[config.mk]
export PLATFORM = sky130hd
export DESIGN_NAME = hm_quota_regulator
export DESIGN_NICKNAME = d
export VERILOG_FILES = /design/src/rtl/qr_pkg.sv /design/src/rtl/qr_rr_arb.sv /design/src/rtl/qr_pend_table.sv /design/src/rtl/qr_budget.sv /design/src/rtl/hm_quota_regulator.sv
export SDC_FILE = /design/constraint.sdc
export NUM_CORES = 1
export LEC_CHECK = 0
export CAP_MARGIN = 15
export CORE_UTILIZATION = 60
export CTS_CLUSTER_SIZE = 30
export DETAILED_ROUTE_END_ITERATION = 7
export DONT_BUFFER_PORTS = 1
export GPL_TIMING_DRIVEN = 0
export PLACE_DENSITY = 0.82
export SLEW_MARGIN = 20
export SYNTH_ARGS = -nofsm -noshare
export SYNTH_HDL_FRONTEND = slang
export SYNTH_HIERARCHICAL = 1
export SYNTH_SLANG_ARGS = --single-unit
export TNS_END_PERCENT = 50
[constraint.sdc]
create_clock -name clk -period 6.26 [get_ports clk]
set_input_delay 0.626 -clock clk [delete_from_list [all_inputs] [get_ports clk]]
set_output_delay 0.626 -clock clk [all_outputs]
set_load 0.02 [all_outputs]
[src/rtl/qr_pkg.sv]
// Shared definitions for the hot-module quota regulator.
// Assumes: nothing beyond IEEE 1800-2017 packages.
package qr_pkg;

    // Default sizing, shared by the top and its sub-blocks.
    localparam int DEF_NSRC = 4;
    localparam int DEF_NPRI = 2;
    localparam int DEF_QW   = 8;
    localparam int DEF_CAP  = 32;
    localparam int DEF_LVW  = 2;

    // What happens to one pending-request slot on the next edge.
    typedef enum logic [1:0] {
        SLOT_KEEP,
        SLOT_LOAD,
        SLOT_TAKE
    } slot_op_e;

endpackage

[src/rtl/qr_rr_arb.sv]
// Round-robin picker over N request lines.
// Remembers the last winner and searches from the next index, wrapping.
// Assumes: adv is asserted only in a cycle where win_vld is high and the
// winner is really served.
module qr_rr_arb #(
    parameter int N  = 4,
    localparam int IW = (N > 1) ? $clog2(N) : 1
) (
    input  logic          clk,
    input  logic          rst_n,
    input  logic [N-1:0]  req,
    input  logic          adv,
    output logic          win_vld,
    output logic [IW-1:0] win_idx
);

    logic [IW-1:0] last_q;

    // Search the request lines starting one past the last winner.
    always_comb begin
        win_vld = 1'b0;
        win_idx = '0;
        for (int k = 1; k <= N; k++) begin
            int c;
            c = int'(last_q) + k;
            if (c >= N) c = c - N;
            if (!win_vld && req[c]) begin
                win_vld = 1'b1;
                win_idx = IW'(c);
            end
        end
    end

    // Record the served winner so the next search starts after it.
    always_ff @(posedge clk) begin
        if (!rst_n)   last_q <= IW'(N - 1);
        else if (adv) last_q <= win_idx;
    end

endmodule

[src/rtl/qr_pend_table.sv]
// One pending-request slot per source: valid flag, quota left, priority.
// A load replaces a slot; a take lowers the quota and frees the slot once
// the quota is used up. A load wins over a take to the same slot.
// Assumes: tk_amt never exceeds the quota of the slot it names.
module qr_pend_table
    import qr_pkg::*;
#(
    parameter int NSRC = DEF_NSRC,
    parameter int NPRI = DEF_NPRI,
    parameter int QW   = DEF_QW,
    localparam int SW  = (NSRC > 1) ? $clog2(NSRC) : 1,
    localparam int PW  = (NPRI > 1) ? $clog2(NPRI) : 1
) (
    input  logic                      clk,
    input  logic                      rst_n,
    input  logic                      ld_en,
    input  logic [SW-1:0]             ld_src,
    input  logic [QW-1:0]             ld_amt,
    input  logic [PW-1:0]             ld_pri,
    input  logic                      tk_en,
    input  logic [SW-1:0]             tk_src,
    input  logic [QW-1:0]             tk_amt,
    output logic [NSRC-1:0]           slot_vld,
    output logic [NSRC-1:0][QW-1:0]   slot_amt,
    output logic [NSRC-1:0][PW-1:0]   slot_pri
);

    for (genvar s = 0; s < NSRC; s++) begin : g_slot
        slot_op_e op;

        // Decide this slot's update for the coming edge.
        always_comb begin
            if (ld_en && ld_src == SW'(s))      op = SLOT_LOAD;
            else if (tk_en && tk_src == SW'(s)) op = SLOT_TAKE;
            else                                op = SLOT_KEEP;
        end

        // Apply the update to the slot registers.
        always_ff @(posedge clk) begin
            if (!rst_n) begin
                slot_vld[s] <= 1'b0;
                slot_amt[s] <= '0;
                slot_pri[s] <= '0;
            end else begin
                case (op)
                    SLOT_LOAD: begin
                        slot_vld[s] <= 1'b1;
                        slot_amt[s] <= ld_amt;
                        slot_pri[s] <= ld_pri;
                    end
                    SLOT_TAKE: begin
                        if (tk_amt >= slot_amt[s]) begin
                            slot_vld[s] <= 1'b0;
                            slot_amt[s] <= '0;
                        end else begin
                            slot_amt[s] <= slot_amt[s] - tk_amt;
                        end
                    end
                    default: ;
                endcase
            end
        end
    end

endmodule

[src/rtl/qr_budget.sv]
// Counts flits granted or preloaded and not yet consumed, and reports the
// free part of the budget. Consumption beyond the count saturates at zero.
// Assumes: add_amt never exceeds the free budget reported the same cycle.
module qr_budget
    import qr_pkg::*;
#(
    parameter int CAP = DEF_CAP,
    parameter int QW  = DEF_QW,
    localparam int BW = $clog2(CAP + 1),
    localparam int WW = ((QW > BW) ? QW : BW) + 2
) (
    input  logic          clk,
    input  logic          rst_n,
    input  logic          add_en,
    input  logic [QW-1:0] add_amt,
    input  logic          sub_en,
    input  logic [QW-1:0] sub_amt,
    output logic [BW-1:0] free
);

    logic [BW-1:0] out_q;
    logic [WW-1:0] sum_x;
    logic [WW-1:0] sub_x;
    logic [WW-1:0] nxt_x;

    // Next outstanding count: add the new reservation, remove consumption.
    always_comb begin
        sum_x = WW'(out_q) + (add_en ? WW'(add_amt) : '0);
        sub_x = sub_en ? WW'(sub_amt) : '0;
        nxt_x = (sub_x >= sum_x) ? '0 : (sum_x - sub_x);
    end

    // Hold the outstanding count.
    always_ff @(posedge clk) begin
        if (!rst_n) out_q <= '0;
        else        out_q <= BW'(nxt_x);
    end

    assign free = BW'(CAP) - out_q;

endmodule

[src/rtl/hm_quota_regulator.sv]
// Quota regulator for a heavily shared destination module.
// Accepts top-level request messages into a per-source pending table.
// Serves the highest priority level first, round-robin inside a level, and
// never grants past the free budget. Configuration writes reserve a preload
// credit and emit it as a flagged grant, taking the grant slot that cycle.
// Assumes: the module's consumption reports only cover flits it was granted,
// and CAP fits in QW bits.
module hm_quota_regulator
    import qr_pkg::*;
#(
    parameter int NSRC = DEF_NSRC,
    parameter int NPRI = DEF_NPRI,
    parameter int QW   = DEF_QW,
    parameter int CAP  = DEF_CAP,
    parameter int LVW  = DEF_LVW,
    localparam int SW  = (NSRC > 1) ? $clog2(NSRC) : 1,
    localparam int PW  = (NPRI > 1) ? $clog2(NPRI) : 1,
    localparam int BW  = $clog2(CAP + 1),
    localparam int WW  = ((QW > BW) ? QW : BW) + 1,
    localparam int TOP_LVL = (1 << LVW) - 1
) (
    input  logic           clk,
    input  logic           rst_n,
    input  logic           req_valid,
    input  logic [SW-1:0]  req_src,
    input  logic [LVW-1:0] req_lvl,
    input  logic [PW-1:0]  req_pri,
    input  logic [QW-1:0]  req_amt,
    input  logic [QW-1:0]  req_qsize,
    input  logic           cfg_we,
    input  logic [SW-1:0]  cfg_src,
    input  logic [QW-1:0]  cfg_credit,
    input  logic           cons_valid,
    input  logic [QW-1:0]  cons_amt,
    output logic           gnt_valid,
    output logic [SW-1:0]  gnt_src,
    output logic [QW-1:0]  gnt_amt,
    output logic           gnt_pre,
    output logic [LVW-1:0] gnt_lvl
);

    logic [QW-1:0]             ask;
    logic                      req_take;
    logic                      cfg_take;
    logic [BW-1:0]             free_w;
    logic [NSRC-1:0]           slot_vld;
    logic [NSRC-1:0][QW-1:0]   slot_amt;
    logic [NSRC-1:0][PW-1:0]   slot_pri;
    logic [NPRI-1:0]           lvl_vld;
    logic [NPRI-1:0][SW-1:0]   lvl_idx;
    logic                      any_vld;
    logic [PW-1:0]             sel_lvl;
    logic [SW-1:0]             sel_src;
    logic                      give;
    logic [WW-1:0]             pick_x;
    logic [WW-1:0]             free_x;
    logic [QW-1:0]             gamt;
    logic                      add_en;
    logic [QW-1:0]             add_amt;

    // Effective quota asked: never more than the source's own backlog.
    assign ask      = (req_amt < req_qsize) ? req_amt : req_qsize;
    assign req_take = req_valid && (req_lvl == LVW'(TOP_LVL)) && (ask != '0);

    // A preload is taken only when it is non-zero and fits the free budget.
    assign free_x   = WW'(free_w);
    assign cfg_take = cfg_we && (cfg_credit != '0) && (WW'(cfg_credit) <= free_x);

    qr_pend_table #(.NSRC(NSRC), .NPRI(NPRI), .QW(QW)) u_tab (
        .clk      (clk),
        .rst_n    (rst_n),
        .ld_en    (req_take),
        .ld_src   (req_src),
        .ld_amt   (ask),
        .ld_pri   (req_pri),
        .tk_en    (give),
        .tk_src   (sel_src),
        .tk_amt   (gamt),
        .slot_vld (slot_vld),
        .slot_amt (slot_amt),
        .slot_pri (slot_pri)
    );

    // One round-robin picker per priority level.
    for (genvar l = 0; l < NPRI; l++) begin : g_lvl
        logic [NSRC-1:0] mask;

        // Slots pending at this priority level.
        always_comb begin
            for (int s = 0; s < NSRC; s++)
                mask[s] = slot_vld[s] && (slot_pri[s] == PW'(l));
        end

        qr_rr_arb #(.N(NSRC)) u_arb (
            .clk     (clk),
            .rst_n   (rst_n),
            .req     (mask),
            .adv     (give && (sel_lvl == PW'(l))),
            .win_vld (lvl_vld[l]),
            .win_idx (lvl_idx[l])
        );
    end

    // Highest non-empty priority level wins.
    always_comb begin
        any_vld = 1'b0;
        sel_lvl = '0;
        sel_src = '0;
        for (int l = 0; l < NPRI; l++) begin
            if (lvl_vld[l]) begin
                any_vld = 1'b1;
                sel_lvl = PW'(l);
                sel_src = lvl_idx[l];
            end
        end
    end

    // Grant the smaller of the pending quota and the free budget.
    always_comb begin
        pick_x = WW'(slot_amt[sel_src]);
        gamt   = QW'((pick_x < free_x) ? pick_x : free_x);
        give   = any_vld && (free_w != '0) && !cfg_take;
    end

    assign add_en  = cfg_take || give;
    assign add_amt = cfg_take ? cfg_credit : gamt;

    qr_budget #(.CAP(CAP), .QW(QW)) u_bud (
        .clk     (clk),
        .rst_n   (rst_n),
        .add_en  (add_en),
        .add_amt (add_amt),
        .sub_en  (cons_valid),
        .sub_amt (cons_amt),
        .free    (free_w)
    );

    // Register the outgoing grant message.
    always_ff @(posedge clk) begin
        if (!rst_n) begin
            gnt_valid <= 1'b0;
            gnt_src   <= '0;
            gnt_amt   <= '0;
            gnt_pre   <= 1'b0;
        end else begin
            gnt_valid <= add_en;
            gnt_src   <= cfg_take ? cfg_src : sel_src;
            gnt_amt   <= add_amt;
            gnt_pre   <= cfg_take;
        end
    end

    assign gnt_lvl = LVW'(TOP_LVL);

endmodule

* After elaboration in Yosys (flattened, before gate mapping)
Index checks and enable logic that the tools add are counted.
** Word-level totals
- Latch bits :: 0
- Logic and storage cells :: 229
- Input port bits :: 44
- Register bits :: 62
- Memory bits (writable) :: 0
- Output and inout port bits :: 14
- Memories kept :: 0
- Bits in read-only memories :: 0
** Cells by class
- Eq/ne operators :: 19
- Muxes and demuxes :: 85
- Bitwise logic cells :: 6
- Shift operators :: 0
- Add/sub/neg operators :: 23
- $lt $le $gt $ge :: 25
- Divide/modulo/power cells :: 0
- Reduce and logical (&&, ||, !) cells :: 52
- Multipliers :: 0
** Operator list (number)
- 32-bit by 4-bit greater-or-equal comparator with 1-bit output (second input constant) :: 8
- 32-bit by 4-bit less-than comparator with 1-bit output (second input constant) :: 8
- 32-bit 2-to-1 mux :: 8
- 32-bit by 4-bit subtractor with 32-bit output (second input constant) :: 8
- 8-bit 2-to-1 mux :: 10
- 8-bit case mux with 2 select lines :: 4
- 2-bit 2-to-1 mux :: 19
- 8-bit greater-or-equal comparator :: 4
- 8-bit subtractor :: 4
- 1-bit 2-to-1 mux :: 31
- 1-bit logical AND :: 30
- 2-bit equality test (second input constant) :: 9
- 1-bit binary-select mux with 2-bit select :: 8
- 8-bit binary-select mux with 2-bit select :: 1
- 8-bit nonzero test :: 2
- 2-bit by 2-bit adder with 3-bit output (second input constant) :: 4
- 2-bit by 1-bit equality test with 1-bit output (second input constant) :: 6
- 8-bit by 10-bit greater-or-equal comparator with 1-bit output :: 1
- 6-bit by 8-bit adder with 9-bit output :: 1
- 2-bit by 3-bit adder with 4-bit output (second input constant) :: 2
- 8-bit by 6-bit less-or-equal comparator with 1-bit output :: 1
- 8-bit by 6-bit less-than comparator with 1-bit output :: 1
- 8-bit less-than comparator :: 1
- 2-bit by 1-bit inequality test with 1-bit output (second input constant) :: 4
- other kinds (13) :: 35

* Depth between registers and ports, before layout
- Word-level depth :: 27
- Mapped depth :: 30
- Depth with buffers taken out :: 28

* Cells and area by module
The synthesis kept the hierarchy.
** Modules (own cells, without submodules)
- qr_pend_table :: instances 1, cells an instance 390, area each 3114.2 sq um, sequential area each 800.8 sq um
- hm_quota_regulator :: instances 1, cells an instance 222, area each 1731.7 sq um, sequential area each 240.2 sq um
- qr_budget :: instances 1, cells an instance 129, area each 975.9 sq um, sequential area each 120.1 sq um
- qr_rr_arb :: instances 2, cells an instance 23, area each 180.2 sq um, sequential area each 40.0 sq um

* Worst setup path before layout
No wires, ideal clock.
- Kind :: reg2reg
- From :: reg u_tab.slot_vld[3]
- To :: reg u_bud.out_q[3]
- Required time :: 6.199 ns
- Slack :: 0.809 ns
- Data arrival time :: 5.390 ns
- Path buffers :: 2
- Setup time :: 0.061 ns
- Cell stages (with the launch flop) :: 30
- Cells stage by stage :: dfxtp_1 > nor2b_1 > and2b_1 > nor3b_2 > nor2_1 > nand3b_4 > nand2_1 > buf_2 > mux2i_1 > a21oi_1 > ha_1 > a21oi_1 > nor2b_1 > o21ai_0 > nand3_2 > nor2_4 > buf_6 > o221ai_2 > and2_1 > ha_1 > fa_1 > a21o_2 > a21oi_1 > xnor2_1 > ha_1 > a211oi_1 > nand2_1 > a21oi_1 > a22oi_2 > and4b_1
** RTL lines
- from (decl) :: line qr_pend_table.sv:23 : output logic [NSRC-1:0] slot_vld,
- from (signal, indexed assignment) :: line qr_pend_table.sv:41 : slot_vld[s] <= 1'b0;
- from (signal, indexed assignment) :: line qr_pend_table.sv:47 : slot_vld[s] <= 1'b1;
- from (signal, indexed assignment) :: line qr_pend_table.sv:53 : slot_vld[s] <= 1'b0;
- to (signal assigned) :: line qr_budget.sv:36 : else out_q <= BW'(nxt_x);
- to (decl) :: line qr_budget.sv:21 : logic [BW-1:0] out_q;

==> run metrics <==
Post-synth EDFFs 0; Initial DRC Count 618; type of origin of the critical path register; via/cell ratio 6.615; Area after DPL 6379 um^2; FF-to-FF Start u_tab/slot_pri[3]$_SDFFE_PN0P_; Max Slew Vio Count 0; Finished Layout Cells 953; Max Fclk 163.7 MHz; dominant cell type by area after synthesis dfxtp_1; Final min period 6.110 ns; cells after synthesis 787; predominant post-synthesis flop cell dfxtp_1; Post-DRT Antenna Nets 0; H-tree Lvls 3; ratio of cells with drive above 1 in the final layout 10.85%; dpl hpwl 13500 um; syn avg cell area 7.855 um^2; vias in the first global route 5880; top cell type's share of synthesized area 20.08%; HP Class in2reg; nets 935; Filler Cells Inserted 773; first-pass GRT wire length 28170 um; relative slew slack 46.04%; Yosys cell types 85; Setup crit end kind register; IR drop worst, VDD 276.8 uV; CTS Root Buffer Type clkbuf_8; Power per Cell Area 514.6 nW/um^2; Seq. cell area 1241 um^2; crit path launch u_tab/slot_pri[3]$_SDFFE_PN0P_; CP dominant cell by count ha_1; worst-margin pin slew 0.8076 ns; setup_tns 0 ns; Max clock buf depth 2; #FFs+latches synth 62; hold buffers post-CTS 0; post-route cell area 6753 um^2; CP max stage delay 0.39 ns; total grt overflow 0; # Max-Cap Violations 0; slowest CP cell fa_2; min-delay src rst_n; Multi-input gate area 4732 um^2; Initial Utilization 62.67%; die width 103.5 um; CP required 6.52 ns; CTS tree yes; Avg WL per Cell 18.82 um; area grow syn2layout 9.229%; ant diodes 0; Port Buffers 0; clk slew on worst S/H paths 0.07 ns; CP top delay family simple AND/OR/NAND/NOR gates; clk_lat worst skew 0.35 ns; DRC errors left 0; period utilization 97.60%; CTS Buf Count 9; DRT Pass-1 Iters 6; GPL Wtd Cong 0.9563; Rows 36; status finished, final reports clean; drt total wl 17940 um; FFs w/ async S/R, synth 0%; Post-Place Cells 928; top cells by area, synth dfxtp_1 (20%), ha_1 (14%), nand2_1 (4.4%), a21oi_1 (4.3%), o21ai_0 (4.0%); leak pwr 0.002815 uW; largest net degree at the start of global routing 21; total track usage 32.50%; total core area 9864 um^2; sequential fraction of the synthesis area 20.08%; Max Clock Skew 0.01019 ns; mapped cell area 6182 um^2; final setup violation count 0; kind of critical path reg2reg; Worst Path Buf+Inv 3; # clock sinks 62; Layout Utilization 68.46%; IO Pins 58; Die H 103.5 um; die area 10710 um^2; Synth Warn # 6; via count 6304; Crit Path Max Fanout 14; WP data arrival 6.37 ns; Fin. Hold Viols 0; initial antenna violation count 0
==> stage by stage <==
stage,setup WS [ns],hold WS [ns],total power [uW]
final,0.1504,0.3560,3475
after global routing,-0.1744,0.3504,3727
after CTS,0.05598,0.3481,3344
after detailed placement,-0.2103,0.4790,2937
after global placement,-0.04828,0.4712,2827
after floorplan,0.8086,0.4523,2409
==> cells in the mapped netlist (all sizes together), types with 7 or more instances <==
library cell and n:
o311ai 7, nor2 60, a21boi 9, dfxtp 62
o21a 10, nor2b 21, a211oi 14, mux2 9
clkbuf 11, buf 13, a21oi 54, o211ai 11
and3 13, o21ai 63, xor2 13, nand3 26
inv 53, nor3b 7, and2 22, nand3b 7
nand2b 11, mux2i 7, nand4 16, o2111ai 7
nand2 73, a21o 10, nor3 13, ha 70
o221ai 14, xnor2 12
==> worst register-to-register path, delay by kind of cell, from the launching register on <==
family / cells / cell delay [ns]
compound gates: 10 / 1.69
xor+xnor: 1 / 0.15
buf+inv: 3 / 0.52
simple gates: 12 / 2.13
fa+ha+maj: 4 / 1.18
flops: 1 / 0.35
==> path summary, 6_finish.rpt <==
path / end / cells past startpoint / slack (ns)
max: u_bud/out_q[2]$_SDFF_PP0_ / 30 / 0.15
min reg2reg: u_tab/slot_pri[1]$_SDFFE_PN0P_ / 2 / 0.51
max reg2reg: u_bud/out_q[2]$_SDFF_PP0_ / 30 / 0.15
min: g_lvl[0].u_arb/last_q[1]$_SDFFE_PN1P_ / 1 / 0.36
==> where the power goes <==
part | total (uW) | switching, uW | internal (uW)
logic | 2570 | 1530 | 1040
clock network | 394 | 160 | 234
registers | 511 | 66.3 | 444
==> layout make-up <==
type,count,area share [%]
Sequential cell,62,18.38
Inverter,53,2.946
Clock buffer,12,2.149
Timing Repair Buffer,9,1.001
Tap cell,133,2.464
Multi-Input combinational cell,656,70.08
Clock inverter,4,1.038
Buffer,24,1.946
==> placed cells by master (no fill, tap or decap), drive strengths merged, types with 3 or more instances in the layout <==
cell and n:
nand3 26, o211ai 11, o21a 10, ha 70
and3 13, xor2 13, nand4 16, nor2b 21
a221oi 5, o22ai 3, o2111ai 7, nor2 60
or2 3, a211oi 14, a21o 10, and2 22
conb 10, clkbuf 24, nand2 73, a41oi 3
a21boi 9, inv 53, nor4 5, nand2b 11
xnor2 12, o21ai 63, a21oi 54, mux2i 7
buf 21, nand3b 7, dfxtp 62, a31oi 5
nor3b 7, nor3 13, o311ai 7, o221ai 14
mux2 9, o221a 3, fa 6
==> sequential cells by signal (all words and copies together) (netlist names) <==
signal / cells
g_lvl.u_arb/last_q: 4
gnt_amt: 8
gnt_pre: 1
gnt_src: 2
gnt_valid: 1
u_bud/out_q: 6
u_tab/slot_amt: 32
u_tab/slot_pri: 4
u_tab/slot_vld: 4
==> logic make-up (layout without fill, tap and decap cells) <==
kind of cell,Yosys count,in the layout,share of synthesized area [%]
other,2,10,0.1215
xor gates and xnor gates,25,25,3.542
muxes,17,17,3.137
AOI/OAI and AO/OA,239,239,27.30
and+or+nand+nor,289,289,24.57
DFF,62,62,20.08
buffers and inverters,77,102,5.141
adders and majority gates,76,76,16.11
==> what timing repair did <==
item,4_1_cts,5_1_grt
endpoints found under the setup margin,6,6
setup buffers,1,8
resized for setup,8,22
pin swaps,1,3
==> per-layer routing <==
metal,up-vias,wire length [um],global-route usage (%)
met4,0,632,14.49
met2,374,8256,53.07
met1,2906,7255,41.83
met5,-,0,0
li1,2957,-,-
met3,67,1792,5.727
Note: power is estimated with default switching activity, not from simulation.
